## config.mk

```make
export PLATFORM = sky130hd
export DESIGN_NAME = cnten_ctl
export DESIGN_NICKNAME = d
export VERILOG_FILES = /design/src/rtl/cnten_pkg.sv /design/src/rtl/cnten_gate.sv /design/src/rtl/cnten_bank.sv /design/src/rtl/cnten_dbg.sv /design/src/rtl/cnten_ctl.sv
export SDC_FILE = /design/constraint.sdc
export NUM_CORES = 1
export LEC_CHECK = 0
export BUFFER_PORTS_ARGS = -buffer_cell sky130_fd_sc_hd__buf_2
export CAP_MARGIN = 25
export CORE_MARGIN = 1.5
export CORE_UTILIZATION = 36
export DETAILED_ROUTE_END_ITERATION = 7
export PLACE_DENSITY = 0.85
export SYNTH_ARGS = -nofsm -noshare
export SYNTH_HDL_FRONTEND = slang
export SYNTH_SLANG_ARGS = --single-unit
```

## constraint.sdc

```tcl
create_clock -name clk -period 1.5 [get_ports clk]
set_clock_uncertainty 0.15 [all_clocks]
set_input_delay 0.15 -clock clk [delete_from_list [all_inputs] [get_ports clk]]
set_output_delay 0.15 -clock clk [all_outputs]
set_load 0.02 [all_outputs]
```

## src/rtl/cnten_pkg.sv

```systemverilog
package cnten_pkg;

  typedef enum logic [1:0] {
    LVL0 = 2'd0,
    LVL1 = 2'd1,
    LVL2 = 2'd2,
    LVL3 = 2'd3
  } lvl_e;

  typedef struct packed {
    logic trap;
    lvl_e tgt;
    logic wr_ok;
    logic rd_ok;
    logic undef;
  } verdict_t;

  // Trap routing: the lowest handling level wins; level 3 is never trapped.
  function automatic verdict_t judge(input logic is_wr, input lvl_e lvl,
                                     input logic nsec, input logic usr_on,
                                     input logic l2_on, input logic l3_on);
    verdict_t v;
    v = '0;
    if (lvl == LVL0 && !usr_on) begin
      v.trap = 1'b1;
      v.tgt  = LVL1;
    end else if ((lvl == LVL0 || lvl == LVL1) && nsec && !l2_on) begin
      v.trap = 1'b1;
      v.tgt  = LVL2;
    end else if (lvl != LVL3 && !l3_on) begin
      v.trap = 1'b1;
      v.tgt  = LVL3;
    end
    if (!v.trap) begin
      if (is_wr) begin
        v.wr_ok = (lvl == LVL3);
        v.undef = (lvl != LVL3);
      end else begin
        v.rd_ok = 1'b1;
      end
    end
    return v;
  endfunction

endpackage

```

## src/rtl/cnten_gate.sv

```systemverilog
module cnten_gate
  import cnten_pkg::*;
(
  input  logic       req_valid,
  input  logic       req_write,
  input  logic [1:0] req_lvl,
  input  logic       req_ns,
  input  logic       cfg_usr_en,
  input  logic       cfg_el2_en,
  input  logic       cfg_el3_en,
  output verdict_t   vd
);

  verdict_t raw;

  always_comb begin
    raw = judge(req_write, lvl_e'(req_lvl), req_ns,
                cfg_usr_en, cfg_el2_en, cfg_el3_en);
    vd  = req_valid ? raw : '0;
  end

endmodule

```

## src/rtl/cnten_bank.sv

```systemverilog
module cnten_bank #(
  parameter int unsigned NUM_CTR = 5
) (
  input  logic               clk,
  input  logic               rst,
  input  logic               set_go,
  input  logic [NUM_CTR-1:0] set_bits,
  output logic [NUM_CTR-1:0] en
);

  logic [NUM_CTR-1:0] en_q;
  logic [NUM_CTR-1:0] en_nxt;

  for (genvar i = 0; i < NUM_CTR; i++) begin : g_bit
    assign en_nxt[i] = en_q[i] | (set_go & set_bits[i]);
  end

  always_ff @(posedge clk) begin
    if (rst) en_q <= '0;
    else     en_q <= en_nxt;
  end

  assign en = en_q;

endmodule

```

## src/rtl/cnten_dbg.sv

```systemverilog
module cnten_dbg #(
  parameter int unsigned NUM_CTR = 5,
  parameter int unsigned DATA_W  = 32,
  parameter int unsigned ADDR_W  = 12,
  parameter logic [ADDR_W-1:0] OFFS = 12'hC00
) (
  input  logic               clk,
  input  logic               rst,
  input  logic               dbg_rd,
  input  logic [ADDR_W-1:0]  dbg_addr,
  input  logic [NUM_CTR-1:0] en,
  output logic               dbg_rvalid,
  output logic [DATA_W-1:0]  dbg_rdata
);

  logic hit;
  assign hit = dbg_rd && (dbg_addr == OFFS);

  always_ff @(posedge clk) begin
    if (rst) begin
      dbg_rvalid <= 1'b0;
      dbg_rdata  <= '0;
    end else begin
      dbg_rvalid <= hit;
      dbg_rdata  <= hit ? DATA_W'(en) : '0;
    end
  end

endmodule

```

## src/rtl/cnten_ctl.sv

```systemverilog
module cnten_ctl
  import cnten_pkg::*;
#(
  parameter int unsigned NUM_CTR = 5,
  parameter int unsigned DATA_W  = 32,
  parameter int unsigned ADDR_W  = 12,
  parameter logic [ADDR_W-1:0] DBG_OFFS = 12'hC00
) (
  input  logic               clk,
  input  logic               rst,
  input  logic               req_valid,
  input  logic               req_write,
  input  logic [1:0]         req_lvl,
  input  logic               req_ns,
  input  logic [DATA_W-1:0]  req_wdata,
  input  logic               cfg_usr_en,
  input  logic               cfg_el2_en,
  input  logic               cfg_el3_en,
  input  logic               dbg_rd,
  input  logic [ADDR_W-1:0]  dbg_addr,
  output logic               rsp_valid,
  output logic [DATA_W-1:0]  rsp_rdata,
  output logic               rsp_trap,
  output logic [1:0]         rsp_trap_el,
  output logic               rsp_undef,
  output logic               dbg_rvalid,
  output logic [DATA_W-1:0]  dbg_rdata,
  output logic [NUM_CTR-1:0] ctr_en
);

  verdict_t           vd;
  logic               set_go;
  logic               rd_go;
  logic               trap_now;
  logic               undef_now;
  logic               resv_wr;
  logic [NUM_CTR-1:0] wr_low;

  cnten_gate u_gate (
    .req_valid  (req_valid),
    .req_write  (req_write),
    .req_lvl    (req_lvl),
    .req_ns     (req_ns),
    .cfg_usr_en (cfg_usr_en),
    .cfg_el2_en (cfg_el2_en),
    .cfg_el3_en (cfg_el3_en),
    .vd         (vd)
  );

  // named internal events for the checker
  assign set_go    = vd.wr_ok;
  assign rd_go     = vd.rd_ok;
  assign trap_now  = vd.trap;
  assign undef_now = vd.undef;
  assign wr_low    = req_wdata[NUM_CTR-1:0];
  assign resv_wr   = |req_wdata[DATA_W-1:NUM_CTR];

  cnten_bank #(.NUM_CTR(NUM_CTR)) u_bank (
    .clk      (clk),
    .rst      (rst),
    .set_go   (set_go),
    .set_bits (wr_low),
    .en       (ctr_en)
  );

  cnten_dbg #(
    .NUM_CTR (NUM_CTR),
    .DATA_W  (DATA_W),
    .ADDR_W  (ADDR_W),
    .OFFS    (DBG_OFFS)
  ) u_dbg (
    .clk        (clk),
    .rst        (rst),
    .dbg_rd     (dbg_rd),
    .dbg_addr   (dbg_addr),
    .en         (ctr_en),
    .dbg_rvalid (dbg_rvalid),
    .dbg_rdata  (dbg_rdata)
  );

  always_ff @(posedge clk) begin
    if (rst) begin
      rsp_valid   <= 1'b0;
      rsp_rdata   <= '0;
      rsp_trap    <= 1'b0;
      rsp_trap_el <= 2'd0;
      rsp_undef   <= 1'b0;
    end else begin
      rsp_valid   <= req_valid;
      rsp_rdata   <= rd_go ? DATA_W'(ctr_en) : '0;
      rsp_trap    <= trap_now;
      rsp_trap_el <= vd.tgt;
      rsp_undef   <= undef_now;
    end
  end

endmodule

```

==> results.cfg, run 1 <==
[outcome]
status = finished clean

[synth]
synth_compound_gate_area_share = 0.0501
avgSynthCellArea_um2 = 9.65
synth-seq-area-share = 0.366
synth_warnings = 0
synth.area.top_cells = dfxtp_1 (37%), buf_4 (35%), nor4b_2 (6.5%)
synthXorXnorAreaFrac = 0
synthCells = 119
synth_top_family_by_area = buffers and inverters
synth_cell_types = 25
ys_ff_latch = 21
yosysTopAreaCell = dfxtp_1
synth-simple-area-share = 0.211
synthesis.area_um2 = 1150
yosysTopAreaCellShare = 0.366
synthMuxAreaShare = 0.00980
synth-adder-area-share = 0

[clock_tree]
cts.path.max_buffers = 2
ctsRootBufferMaster = clkbuf_4
cts_buffers = 3
clk_transition_reported_paths_ns = 0.11
cts_resized = 0
cts_tree = built
clock_latency_ns = 0.30
cts_setup_buffers = 0
cts.sinks = 21
h-tree-depth = 1

[worst_setup_path]
crit_chain = dlygate4sd3_1 > buf_2 > a21oi_1 > nor2_1 > dlygate4sd3_1
path_class = in -> reg
endpoint_kind = flop
crit_end = u_bank.en[0]$_SDFF_PP0_
cp_slowest_cell = dlygate4sd3_1
rr_endpoint = u_bank.en[1]$_SDFF_PP0_
reg2reg_slack_ns = 0.17
worst_path_most_repeated_cell = dlygate4sd3_1
rr_worst_depth = 3
startpoint_type = primary input
required_ns = 1.55
r2r-start = u_bank.en[1]$_SDFF_PP0_
cp_max_fo = 1
cp-startpoint = req_wdata[0]
max_stage_delay_ns = 0.55
crit_arrival_ns = 1.53

[sta]
layout_worst_path_cycle_share = 0.986
drv_slew = 0
layout_setup_ws_ns = 0.0213
rsz0062_at_grt = false
finalSetupViolCount = 0
hold_viol_final = 0
fin_tns_setup_ns = 0
max_clock_freq_mhz = 676
whs_ns = 0.0130
min_period_ns = 1.48

[global_routing]
grt_pass1_vias = 696
grt_max_degree = 13
globalRouteOverflowTotal = 0
grt_pass1_wl_mm = 2.94
track_usage = 0.118
antenna_found_initial = 0

[pwr]
power_density_nw_per_um2 = 766
p_sw_frac = 0.323
ir_worst_vdd_mv = 0.315
power.net_switching_w = 0.000353
leakage_nw = 0.752
comb_power_share = 0.237
internal_power_w = 0.000739
power_frac_clock = 0.241
pwr-share-seq = 0.522

[die]
rows = 20
core_area_um2 = 3050
fp.dieArea_um2 = 3540
io-pin-count = 130
start_util = 0.376
die_w_um = 59.5
die_h_um = 59.5

[detailed_routing]
via_per_inst = 3.71
wire_per_inst_um = 9.37
drt_iter0_drc = 4
post-route-drc-count = 0
totalWireLength_mm = 2.16
route.met2.wl_mm = 1.08
wl_met1_um = 731
num_vias = 853
dr_wl_met3_um = 292
drtAntennaViolNets = 0
dr.pass1.iters = 3
highest_layer = met4

[layout]
antennaDiodeCount = 0
fill_cells = 296
final_cell_area_um2 = 1430
fin_util = 0.467
num-nets-final = 242
area_delta_synth_final_pct = 24.1
drive_gt1_frac = 0.339

[place]
port_buffers = 48
pre_cts_ws_ns = 0.265
gp_congestion = 0.655
place_area_um2 = 1240
dpl.hpwl_mm = 1.60

[run]
cap_viol_max_count = 0

[min_path]
hold_class = in -> reg
## worst min-delay path by stage
stage	from	to	slack [ns]	cells past startpoint
floorplan	req_write	rsp_rdata[0]$_SDFF_PP0_	0.07	1
global placement	req_wdata[4]	u_bank.en[4]$_SDFF_PP0_	0.23	3
detailed placement	req_wdata[3]	u_bank.en[3]$_SDFF_PP0_	0.23	3
CTS	cfg_usr_en	rsp_trap$_SDFF_PP0_	0.005	3
global route	cfg_usr_en	rsp_trap$_SDFF_PP0_	0.005	3
finish	cfg_usr_en	rsp_trap$_SDFF_PP0_	0.01	3
## power groups by stage
stage | Combinational [W] | Sequential (W) | Clock [W]
2_1_floorplan | 0.000262 | 0.000594 | 0
3_3_place_gp | 0.000226 | 0.000582 | 0
3_5_place_dp | 0.000228 | 0.000583 | 0
4_1_cts | 0.000255 | 0.000570 | 0.000279
5_1_grt | 0.000278 | 0.000571 | 0.000305
6_report | 0.000259 | 0.000570 | 0.000264
## cell families after synthesis
group                  after synthesis
AO/OA/AOI/OAI                       10
AND/OR/NAND/NOR                     30
buffers and inverters               56
other                                1
multiplexers                         1
flip-flops                          21
## timing repair
item,in CTS,in global routing
endpoints found under the hold margin,15,1
hold buffers,16,1
endpoints found under the setup margin,0,1
## sequential cells by signal, summed over array words and instances, names as in the netlist
signal            count
rsp_rdata             5
u_bank.en             5
u_dbg.dbg_rdata       5
rsp_trap_el           2
rsp_trap              1
rsp_undef             1
rsp_valid             1
u_dbg.dbg_rvalid      1
## through the flow
stage / total power [W] / instances
finish: 0.00109 / 230
global route: 0.00115 / 230
CTS: 0.00110 / 230
detailed placement: 0.000811 / 210
global placement: 0.000808 / 210
floorplan: 0.000856 / 172
## worst max-delay path, delay by kind of cell
kind / cells / cell delay (ns)
compound gates: 1 / 0.11
buf+inv: 3 / 1.21
simple gates: 1 / 0.05
## metal layers
| layer | GRT usage | up-vias |
|---|---|---|
| met1 | 0.0968 | 359 |
| met2 | 0.228 | 69 |
| met3 | 0.0415 | 5 |
| li1 | - | 420 |
| met4 | 0.0779 | 0 |
| met5 | 0 | - |
## placed cells by master (no fill, tap or decap), types with 2 or more instances in the layout
| master | count |
|---|---|
| clkbuf_4 | 3 |
| nand2_1 | 2 |
| dlygate4sd3_1 | 16 |
| a21oi_1 | 6 |
| conb_1 | 54 |
| nor4b_2 | 5 |
| and2_1 | 5 |
| buf_2 | 48 |
| nor2_1 | 8 |
| dfxtp_1 | 21 |
## Yosys cell counts
cell,count
nor4b_4,1
mux2_2,1
nor4b_2,5
nand2_1,2
and4bb_2,1
and4_1,1
buf_4,54
o21ai_1,1
conb_1,1
nor2_1,8
o21ai_0,1
a21oi_1,6
clkinv_1,1
inv_1,1
o32a_1,1
or3_1,1
nand2b_1,1
and2_1,5
and4_4,1
o21a_1,1
nand2_2,1
nor2b_1,1
dfxtp_1,21
nor3_1,1
nor4_2,1
## cell type report
class	count	area, um2	area share
multi-input cells	95	514	0.361
flip-flops and latches	21	420	0.295
repair buffers	64	400	0.281
well taps	44	55.1	0.0386
clock buffers	3	22.5	0.0158
inverters	2	7.51	0.00527
clock inverters	1	5.00	0.00351
No activity file was read; power rests on OpenSTA's default activity.
==> inputs of run 2 (changes only) <==
--- a/config.mk
+++ b/config.mk
@@ -5,12 +5,14 @@
 export SDC_FILE = /design/constraint.sdc
 export NUM_CORES = 1
 export LEC_CHECK = 0
+export ABC_AREA = 1
 export BUFFER_PORTS_ARGS = -buffer_cell sky130_fd_sc_hd__buf_2
 export CAP_MARGIN = 25
 export CORE_MARGIN = 1.5
-export CORE_UTILIZATION = 36
+export CORE_UTILIZATION = 35
+export CTS_CLUSTER_SIZE = 8
 export DETAILED_ROUTE_END_ITERATION = 7
-export PLACE_DENSITY = 0.85
+export PLACE_DENSITY = 0.84
 export SYNTH_ARGS = -nofsm -noshare
 export SYNTH_HDL_FRONTEND = slang
 export SYNTH_SLANG_ARGS = --single-unit
==> run 2 against run 1 <==
  * Worst hold slack improved by 0.0051 ns
  * Via count increased by 6.9%
  * Sequential power about the same
  * Register-to-register slack about the same
  * Area after synthesis decreased by 3.6%
  * Highest routed layer unchanged
  * Largest cell class unchanged
  * Cell area decreased by 4.0%
  * Cell count increased by 8.7%
==> results.cfg, run 2 <==
[sta]
drv_slew = 0
rsz0062_at_grt = false
min_period_ns = 1.47
hold_viol_final = 0
fin_tns_setup_ns = 0
layout_worst_path_cycle_share = 0.977
max_clock_freq_mhz = 683
finalSetupViolCount = 0

[worst_setup_path]
worst-path-buf-inv = 3
crit_arrival_ns = 1.52
required_ns = 1.55
worst-path-stages = 5
path_class = in -> reg
crit_family = buffers and inverters
cp_slowest_cell = dlygate4sd3_1
cp_max_fo = 1
startpoint_type = primary input
rr_worst_depth = 3
endpoint_kind = flop
max_stage_delay_ns = 0.58
crit_chain = dlygate4sd3_1 > buf_2 > nand2_1 > a21oi_1 > dlygate4sd3_1
worst_path_most_repeated_cell = dlygate4sd3_1

[global_routing]
grt_pass1_vias = 654
globalRouteOverflowTotal = 0
antenna_found_initial = 0
grt_max_degree = 13
grt_pass1_wl_mm = 2.68
track_usage = 0.102

[synth]
synthCells = 141
ys_ff_latch = 21
synth_common_cells = buf_4 (54), dfxtp_1 (21), inv_1 (15), nand2_1 (15), nor2_1 (15)
synth-seq-area-share = 0.380
ys.flop_type = dfxtp_1
synth.area.top_cells = dfxtp_1 (38%), buf_4 (37%), inv_1 (5.1%)
avgSynthCellArea_um2 = 7.85
synth_warnings = 0
yosysTopAreaCell = dfxtp_1
synth_cell_types = 12
synth_edf_count = 0
yosysTopAreaCellShare = 0.380
yosysMostFrequentCell = buf_4
synthesis.area_um2 = 1110
async_flop_share = 0

[layout]
area_delta_synth_final_pct = 23.6
layout_common_cells = conb_1 (54), buf_2 (47), dfxtp_1 (21)
fill_cells = 282
final_common_cell = conb_1
drive_gt1_frac = 0.262
num-nets-final = 262
antennaDiodeCount = 0

[detailed_routing]
drtAntennaViolNets = 0
num_vias = 912
post-route-drc-count = 0
totalWireLength_mm = 1.97
via_per_inst = 3.65
wire_per_inst_um = 7.86
dr.pass1.iters = 4
drt_iter0_drc = 38

[pwr]
power_w = 0.00108
internal_power_w = 0.000730
comb_power_share = 0.228
ir_worst_vdd_mv = 0.251
pwr-share-seq = 0.529
power.net_switching_w = 0.000347
power_frac_clock = 0.243
p_sw_frac = 0.322
leakage_nw = 0.796
power_density_nw_per_um2 = 787

[place]
gp_congestion = 0.773
port_buffers = 48
dpl.hpwl_mm = 1.35

[clock_tree]
cts.path.max_buffers = 2
cts_buffers = 3
ctsRootBufferMaster = clkbuf_4
clock_latency_ns = 0.30
cts.sinks = 21
h-tree-depth = 1
cts_tree = built
clk_transition_reported_paths_ns = 0.11

[die]
fp.dieArea_um2 = 3510
rows = 20
start_util = 0.366
io-pin-count = 130
core_area_um2 = 3030
die_w_um = 59.2
die_h_um = 59.2

[min_path]
hold_class = in -> reg
min_path_cells = 4

[run]
cap_viol_max_count = 0

[outcome]
status = finished clean
run 2: worst paths after layout:
kind | startpoint | end | slack [ns]
worst min-delay path | cfg_usr_en | rsp_trap_el[0]$_SDFF_PP0_ | 0.02
worst max-delay path | req_wdata[1] | u_bank.en[1]$_SDFF_PP0_ | 0.03
worst min register to register | u_bank.en[1]$_SDFF_PP0_ | u_dbg.dbg_rdata[1]$_SDFF_PP0_ | 0.35
worst max register to register | u_bank.en[1]$_SDFF_PP0_ | u_bank.en[1]$_SDFF_PP0_ | 0.16
run 2: cell type report:
| class | instances | area [um2] | share of cell area |
|---|---|---|---|
| inverters | 15 | 56.3 | 0.0411 |
| multi-input cells | 104 | 424 | 0.310 |
| flip-flops and latches | 21 | 420 | 0.307 |
| repair buffers | 62 | 385 | 0.282 |
| clock inverters | 1 | 5.00 | 0.00366 |
| clock buffers | 3 | 22.5 | 0.0165 |
| well taps | 44 | 55.1 | 0.0402 |
run 2: worst min-delay path, delay by kind of cell:
kind | cells | cell delay (ns)
simple gates | 2 | 0.13
buf+inv | 1 | 0.09
compound gates | 1 | 0.07
run 2: power by group through the flow:
stage	registers, W	clock network, W	logic (W)
6_report	0.000569	0.000262	0.000246
3_5_place_dp	0.000582	0	0.000215
4_1_cts	0.000569	0.000259	0.000238
3_3_place_gp	0.000582	0	0.000212
2_1_floorplan	0.000594	0	0.000259
5_1_grt	0.000570	0.000277	0.000266
run 2: kinds of logic (layout without fill, tap and decap cells):
logic type	after synthesis	after routing	synth area share
other cells	1	54	0.00339
flops	21	21	0.380
buf+inv	69	81	0.417
compound gates	7	7	0.0316
simple gates	43	43	0.168
run 2: repair_timing:
item / CTS / global route
hold endpoints to repair: 8 / 0
setup endpoints to repair: 0 / 2
hold buffers: 14 / 0
gates resized for setup: 0 / 1
buffers inserted: 0 / 1
run 2: metal layers:
metal	GRT usage	routed length, um
met3	0.00655	164
met1	0.0915	683
met5	0	0
met4	0.0682	52
met2	0.210	1070
run 2: per-stage QoR:
| step | hold slack (ns) | worst slack, ns | area, um2 | utilization | instances |
|---|---|---|---|---|---|
| floorplan | 0.0691 | 0.608 | 1310 | - | 194 |
| global placement | 0.252 | 0.421 | 1200 | 0.395 | 232 |
| detailed placement | 0.256 | 0.417 | 1200 | 0.395 | 232 |
| CTS | 0.00450 | 0.0433 | 1360 | 0.450 | 250 |
| global route | 0.0579 | 0.0119 | 1370 | 0.452 | 250 |
| finish | 0.0181 | 0.0349 | 1370 | 0.452 | 250 |
==> inputs of run 3 (changes only) <==
--- a/config.mk
+++ b/config.mk
@@ -6,13 +6,12 @@
 export NUM_CORES = 1
 export LEC_CHECK = 0
 export ABC_AREA = 1
-export BUFFER_PORTS_ARGS = -buffer_cell sky130_fd_sc_hd__buf_2
 export CAP_MARGIN = 25
 export CORE_MARGIN = 1.5
 export CORE_UTILIZATION = 35
 export CTS_CLUSTER_SIZE = 8
 export DETAILED_ROUTE_END_ITERATION = 7
-export PLACE_DENSITY = 0.84
+export DONT_BUFFER_PORTS = 1
 export SYNTH_ARGS = -nofsm -noshare
 export SYNTH_HDL_FRONTEND = slang
 export SYNTH_SLANG_ARGS = --single-unit
==> run 3 against run 2 <==
  * Setup slack improved by 0.043 ns
  * Flip-flop and latch count unchanged
  * Routed wire length decreased by 9.9%
  * Non-clock buffer count decreased by 38
  * Register-to-register slack got worse by 0.03 ns
  * Fmax increased by 3.0%
  * Global-route usage decreased by 0.98 points
  * Sequential share of layout area increased by 3.7 points
  * Via count decreased by 17%
  * Worst hold slack got worse by 0.035 ns
  * The run now ends with negative hold slack left
  * Sequential power increased by 2%
==> results.cfg, run 3 (synthesis results as in run 2) <==
[outcome]
status = finished with violations
violations = negative hold slack

[clock_tree]
clk_transition_reported_paths_ns = 0.11
ctsRootBufferMaster = clkbuf_4
cts.path.max_buffers = 2
cts_tree = built
clock_latency_ns = 0.29
cts.sinks = 21
h-tree-depth = 1
cts_buffers = 3

[detailed_routing]
num_vias = 760
drtAntennaViolNets = 0
totalWireLength_mm = 1.77
post-route-drc-count = 0
drt_iter0_drc = 27
via_per_inst = 3.58
wire_per_inst_um = 8.35
dr.pass1.iters = 4

[worst_setup_path]
r2r-start = u_bank.en[1]$_SDFF_PP0_
required_ns = 1.54
max_stage_delay_ns = 0.70
worst_path_most_repeated_cell = dlygate4sd3_1
startpoint_type = primary input
rr_endpoint = u_bank.en[1]$_SDFF_PP0_
path_class = in -> reg
endpoint_kind = flop
cp_slowest_cell = dlygate4sd3_1
reg2reg_slack_ns = 0.13
rr_worst_depth = 3
cp_max_fo = 6
crit_chain = dlygate4sd3_1 > a21oi_1 > dlygate4sd3_1
crit_arrival_ns = 1.46

[global_routing]
grt_pass1_wl_mm = 2.47
track_usage = 0.0926
antenna_found_initial = 0
grt_max_degree = 12
grt_pass1_vias = 584
globalRouteOverflowTotal = 0

[sta]
rsz0062_at_grt = false
min_period_ns = 1.42
max_clock_freq_mhz = 703
layout_worst_path_cycle_share = 0.948
finalSetupViolCount = 0
drv_slew = 0
hold_viol_final = 2
whs_ns = -0.0165
fin_tns_setup_ns = 0

[die]
fp.dieArea_um2 = 3510
start_util = 0.366
die_w_um = 59.2
rows = 20
core_area_um2 = 3030
io-pin-count = 130
die_h_um = 59.2

[min_path]
min_path_cells = 3
min_to = rsp_trap_el[0]$_SDFF_PP0_
hold_class = in -> reg
hp-start = req_lvl[0]

[place]
dp_cells = 184
dpl.hpwl_mm = 1.25
port_buffers = 0
gp_congestion = 0.682

[layout]
drive_gt1_frac = 0.0536
layout_common_cells = conb_1 (54), dlygate4sd3_1 (23), dfxtp_1 (20), nor2_1 (15), nand2_1 (15)
multi_input_area_um2 = 428
fill_cells = 310
final_common_cell = conb_1
num-nets-final = 224
antennaDiodeCount = 0
layout.cells.non_filler = 212
ff_latch_area_um2 = 422
area_delta_synth_final_pct = 10.6

[pwr]
ir_worst_vdd_mv = 0.307
power_density_nw_per_um2 = 859
leakage_nw = 0.576
power_w = 0.00105

[run]
cap_viol_max_count = 0
[run 3: changes by cell type in the layout (fill, tap and decap cells not counted), sizes merged]
cell and delta:
clkbuf +1, buf -47, dlymetal6s4s -1, dlygate4sd3 +10
clkinv -1
[run 3: power by group]
part / switching (W) / internal, W
registers: 0.0000157 / 0.000567
clock network: 0.000158 / 0.000104
logic: 0.000159 / 0.0000489
total: 0.000333 / 0.000719
[run 3: cell type report]
| cell class | count | area share |
|---|---|---|
| multi-input combinational | 104 | 0.349 |
| sequential | 21 | 0.344 |
| timing repair buffer | 24 | 0.194 |
| inverter | 15 | 0.0460 |
| tap | 44 | 0.0449 |
| clock buffer | 4 | 0.0215 |
[run 3: worst max-delay path by stage]
stage / from / cells past startpoint / slack [ns] / end
2_1_floorplan: u_bank.en[0]$_SDFF_PP0_ / 2 / 0.61 / rsp_rdata[0]$_SDFF_PP0_
3_3_place_gp: req_lvl[1] / 4 / 0.51 / u_bank.en[3]$_SDFF_PP0_
3_5_place_dp: req_lvl[1] / 4 / 0.50 / u_bank.en[3]$_SDFF_PP0_
4_1_cts: cfg_usr_en / 5 / 0.03 / rsp_trap_el[0]$_SDFF_PP0_
5_1_grt: rst / 3 / 0.03 / u_bank.en[1]$_SDFF_PP0_
6_report: rst / 3 / 0.08 / u_bank.en[1]$_SDFF_PP0_
[run 3: critical path, delay by kind of cell]
family	cells	cell delay [ns]
buf+inv	2	1.26
compound gates	1	0.06
[run 3: per-stage QoR]
step                cell area [um2]  utilization  setup slack [ns]
detailed placement              956        0.316             0.499
global placement                956        0.316             0.513
floorplan                      1310            -             0.608
global route                   1220        0.405            0.0332
CTS                            1210        0.400            0.0252
finish                         1220        0.405            0.0781
[run 3: routing by layer]
layer,up-vias,track usage,part of all wire
met2,55,0.177,0.55
met3,4,0.0218,0.12
met5,-,0,0
met1,329,0.0895,0.32
met4,0,0.0487,0.019
li1,372,-,-
[run 3: repair_timing]
| action | 4_1_cts | 5_1_grt |
|---|---|---|
| setup endpoints to repair | 0 | 2 |
| hold buffers | 23 | 2 |
| gates resized for setup | 0 | 3 |
| buffers inserted | 0 | 1 |
| endpoints found under the hold margin | 21 | 1 |
